`src/rtl/bsr_pkg.sv`:
```
package bsr_pkg;
    // Default row length of the shift register
    localparam int BSR_DEFAULT_WIDTH = 5;

    // State kept by the advance edge detector
    typedef struct packed {
        logic prev;
    } bsr_edge_state_t;
endpackage

```
`src/rtl/bsr_edge_det.sv`:
```
module bsr_edge_det
    import bsr_pkg::*;
(
    input  logic clk,
    input  logic rst,
    input  logic level_i,
    output logic rise_o
);
    bsr_edge_state_t st_d, st_q;

    always_comb begin
        st_d      = st_q;
        st_d.prev = level_i;
        rise_o    = level_i & ~st_q.prev;
    end

    always_ff @(posedge clk) begin
        if (rst) st_q <= '0;
        else     st_q <= st_d;
    end
endmodule

```
`src/rtl/bsr_shift_core.sv`:
```
module bsr_shift_core #(
    parameter int WIDTH = bsr_pkg::BSR_DEFAULT_WIDTH
) (
    input  logic             clk,
    input  logic             rst,
    input  logic             step_i,
    input  logic             ser_i,
    output logic [WIDTH-1:0] bits_o,
    output logic             unload_o
);
    localparam int MSB = WIDTH - 1;

    typedef struct packed {
        logic [WIDTH-1:0] row;
        logic             out_bit;
    } core_state_t;

    core_state_t      st_d, st_q;
    logic [WIDTH-1:0] moved;

    // Each lower position takes its upper neighbour; the top takes the serial bit
    for (genvar g = 0; g < MSB; g++) begin : g_move
        assign moved[g] = st_q.row[g+1];
    end
    assign moved[MSB] = ser_i;

    always_comb begin
        st_d = st_q;
        if (step_i) begin
            st_d.out_bit = st_q.row[0];
            st_d.row     = moved;
        end
    end

    always_ff @(posedge clk) begin
        if (rst) st_q <= '0;
        else     st_q <= st_d;
    end

    assign bits_o   = st_q.row;
    assign unload_o = st_q.out_bit;
endmodule

```
`src/rtl/bit_shift_reg.sv`:
```
module bit_shift_reg #(
    parameter int WIDTH = bsr_pkg::BSR_DEFAULT_WIDTH
) (
    input  logic             clk,
    input  logic             rst,
    input  logic             advance,
    input  logic             ser_in,
    output logic [WIDTH-1:0] bits,
    output logic             unload
);
    logic step;

    bsr_edge_det i_edge (
        .clk     (clk),
        .rst     (rst),
        .level_i (advance),
        .rise_o  (step)
    );

    bsr_shift_core #(.WIDTH(WIDTH)) i_core (
        .clk      (clk),
        .rst      (rst),
        .step_i   (step),
        .ser_i    (ser_in),
        .bits_o   (bits),
        .unload_o (unload)
    );
endmodule

```
`config.mk`:
```
export PLATFORM = sky130hd
export DESIGN_NAME = bit_shift_reg
export DESIGN_NICKNAME = d
export VERILOG_FILES = /design/src/rtl/bsr_pkg.sv /design/src/rtl/bsr_edge_det.sv /design/src/rtl/bsr_shift_core.sv /design/src/rtl/bit_shift_reg.sv
export SDC_FILE = /design/constraint.sdc
export NUM_CORES = 1
export LEC_CHECK = 0
export BUFFER_PORTS_ARGS = -buffer_cell sky130_fd_sc_hd__buf_2
export CORE_AREA = 2 2 39 41
export CTS_CLUSTER_SIZE = 25
export DETAILED_ROUTE_END_ITERATION = 12
export DIE_AREA = 0 0 41 43
export GPL_TIMING_DRIVEN = 0
export PLACE_DENSITY_LB_ADDON = 0.08
export SYNTH_ARGS = -nofsm -noshare
export SYNTH_HDL_FRONTEND = slang
export SYNTH_SLANG_ARGS = --single-unit
```
`constraint.sdc`:
```
create_clock -name clk -period 1.6 [get_ports clk]
set_clock_uncertainty 0.05 [all_clocks]
set_input_delay 0.08 -clock clk [delete_from_list [all_inputs] [get_ports clk]]
set_output_delay 0.08 -clock clk [all_outputs]
set_load 0.01 [all_outputs]
```
==> impl_metrics.py <==
metrics = {
    "routing": {
        "drt_iter0_markers": 5,
        "drtPass1Iterations": 2,
        "routed-via-count": 197,
        "routed_via_density": 3.79,
        "drc": 0,
        "route.detailed.wl_per_inst_um": 9.25,
        "ant_nets": 0,
        "wl_um": 481,
    },
    "placed_design": {
        "gp_congestion": 0.587,
        "dp_hpwl_um": 354,
        "port-buffer-count": 9,
        "placed_cells": 48,
        "place_area_um2": 332,
    },
    "final_layout": {
        "final_area_um2": 358,
        "n_antenna_cell": 0,
        "syn_to_final_growth_pct": 34.3,
        "num-fill-cells": 158,
        "final_nets": 41,
        "fin_cells": 52,
        "drive_gt1_frac": 0.361,
        "final_common_cell": "buf_2",
        "layout.cells.most_common_list": "buf_2, nand2b_1, dfxtp_1",
    },
    "timing": {
        "setup_viol": 0,
        "fin_crit_ns": 0.868,
        "finalHoldViolations": 0,
        "rsz0062_at_grt": "false",
        "worstMarginPinSlew_ns": 0.189,
        "whs_ns": 0.0305,
        "setup_tns_ns": 0,
        "max_freq_mhz": 1150,
        "timing.final.crit_share": 0.543,
        "drv_slew": 0,
        "slew-limit-headroom": 0.874,
    },
    "floorplan": {
        "die-width_um": 41,
        "fp.dieArea_um2": 1760,
        "rows": 14,
        "io_pins": 10,
        "coreArea_um2": 1380,
        "start_util": 0.193,
        "die_y_um": 43,
    },
    "synthesis": {
        "syn-instance-count": 23,
        "synth_cell_types": 7,
        "yosysSeqAreaShare": 0.526,
        "synth.avg_cell_area_um2": 11.6,
        "ys_ff_latch": 7,
        "netlist_area_um2": 267,
        "yosys_warnings": 0,
        "syn_nets": 27,
    },
    "clock_tree": {
        "cts_tree": "built",
        "cts.clk_slew.worst_paths_ns": 0.05,
        "holdBufCountCts": 0,
        "post_cts_buffers": 0,
        "cts_resized": 0,
        "insertion_delay_ns": 0.24,
        "root_buffer": "clkbuf_4",
        "clock_path_buffers": 2,
        "h-tree-depth": 1,
        "cts-buffers-inserted": 3,
        "cts.sinks": 7,
    },
    "critical_path": {
        "worstSetupPathType": "flip-flop to flip-flop",
        "crit_end": "i_core.unload_o$_SDFFE_PP0P_",
        "crit_path_end_kind": "flip-flop",
        "path_max_fanout": 3,
        "start_kind": "flip-flop",
        "arrival_ns": 1.00,
        "crit_start": "i_edge.st_q$_SDFF_PP0_",
        "reg2reg_depth": 2,
        "rrSetupSlack_ns": 0.73,
        "crit_required_ns": 1.73,
        "r2r_end": "i_core.unload_o$_SDFFE_PP0P_",
        "r2r_start": "i_edge.st_q$_SDFF_PP0_",
    },
    "power_and_ir_drop": {
        "ir_worst_vdd_mv": 0.319,
        "p_leak_nw": 0.168,
        "finalPower_w": 0.000367,
        "p_clk_frac": 0.434,
        "seq_power_share": 0.492,
        "p_per_area_nw_per_um2": 1020,
        "p_comb_frac": 0.074,
        "switching_share": 0.212,
        "p_switching_w": 0.0000776,
        "intPower_w": 0.000289,
    },
    "status": {
        "outcome": "complete, no violations",
    },
    "global_route": {
        "grt_usage": 0.0733,
        "grt_overflow": 0,
        "grt_pass1_vias": 189,
        "grt_max_degree": 9,
        "grt_pass1_wl_um": 772,
        "antenna_found_initial": 0,
    },
    "worst_hold_path": {
        "hold_path.class": "input port to flip-flop",
    },
    "run": {
        "drv_cap": 0,
    },
}
[synthesized netlist by cell type (all sizes together)]
library cell  n  area share
mux2i         5        0.19
nand2b        7        0.16
dfxtp         7        0.53
and2b         1       0.038
o21ai         1       0.019
nor2b         1       0.023
nand4bb       1       0.042
[final cells by class]
| class | count | area, µm² | area share |
|---|---|---|---|
| clock buffers | 4 | 26.3 | 0.0734 |
| flip-flops and latches | 7 | 140 | 0.392 |
| well taps | 16 | 20.0 | 0.0559 |
| multi-input cells | 16 | 126 | 0.353 |
| repair buffers | 9 | 45.0 | 0.126 |
[state kept, by name, indices dropped and copies added, names as in the netlist]
name,count
i_core.bits_o,5
i_core.unload_o,1
i_edge.st_q,1
[power groups by stage]
stage / Combinational, W / Sequential (W) / Clock (W)
2_1_floorplan: 0.0000156 / 0.000185 / 0
3_3_place_gp: 0.0000273 / 0.000184 / 0
3_5_place_dp: 0.0000278 / 0.000184 / 0
4_1_cts: 0.0000277 / 0.000180 / 0.000168
5_1_grt: 0.0000300 / 0.000181 / 0.000174
6_report: 0.0000271 / 0.000180 / 0.000159
[cell families after synthesis]
group and share of synthesized area:
AND/OR/NAND/NOR 0.268, flip-flops 0.526, multiplexers 0.188, AO/OA/AOI/OAI 0.0188
[critical path, cell delays in order (launching register included)]
cell	delay [ns]
dfxtp_1	0.31
and2b_4	0.27
mux2i_1	0.18
[per-layer routing]
| metal | share of wire | vias up | global-route usage | wire (µm) |
|---|---|---|---|---|
| met2 | 0.42 | 7 | 0.0781 | 203 |
| met4 | 0 | 0 | 0.0800 | 0 |
| met5 | 0 | - | 0 | 0 |
| li1 | - | 104 | - | - |
| met1 | 0.46 | 86 | 0.0868 | 223 |
| met3 | 0.11 | 0 | 0.0471 | 54 |
[stage by stage]
step	setup WS [ns]	utilization
after floorplan	0.789	-
after global placement	0.759	0.240
after detailed placement	0.746	0.240
after CTS	0.722	0.259
after global routing	0.683	0.259
final	0.732	0.259
[how the worst min path moves through the flow]
stage,depth (start not counted),end,from
floorplan,1,i_edge.st_q$_SDFF_PP0_,rst
global placement,2,i_edge.st_q$_SDFF_PP0_,rst
detailed placement,2,i_edge.st_q$_SDFF_PP0_,rst
CTS,2,i_edge.st_q$_SDFF_PP0_,rst
global route,2,i_edge.st_q$_SDFF_PP0_,rst
finish,2,i_edge.st_q$_SDFF_PP0_,rst
No activity file was read; power rests on OpenSTA's default activity.
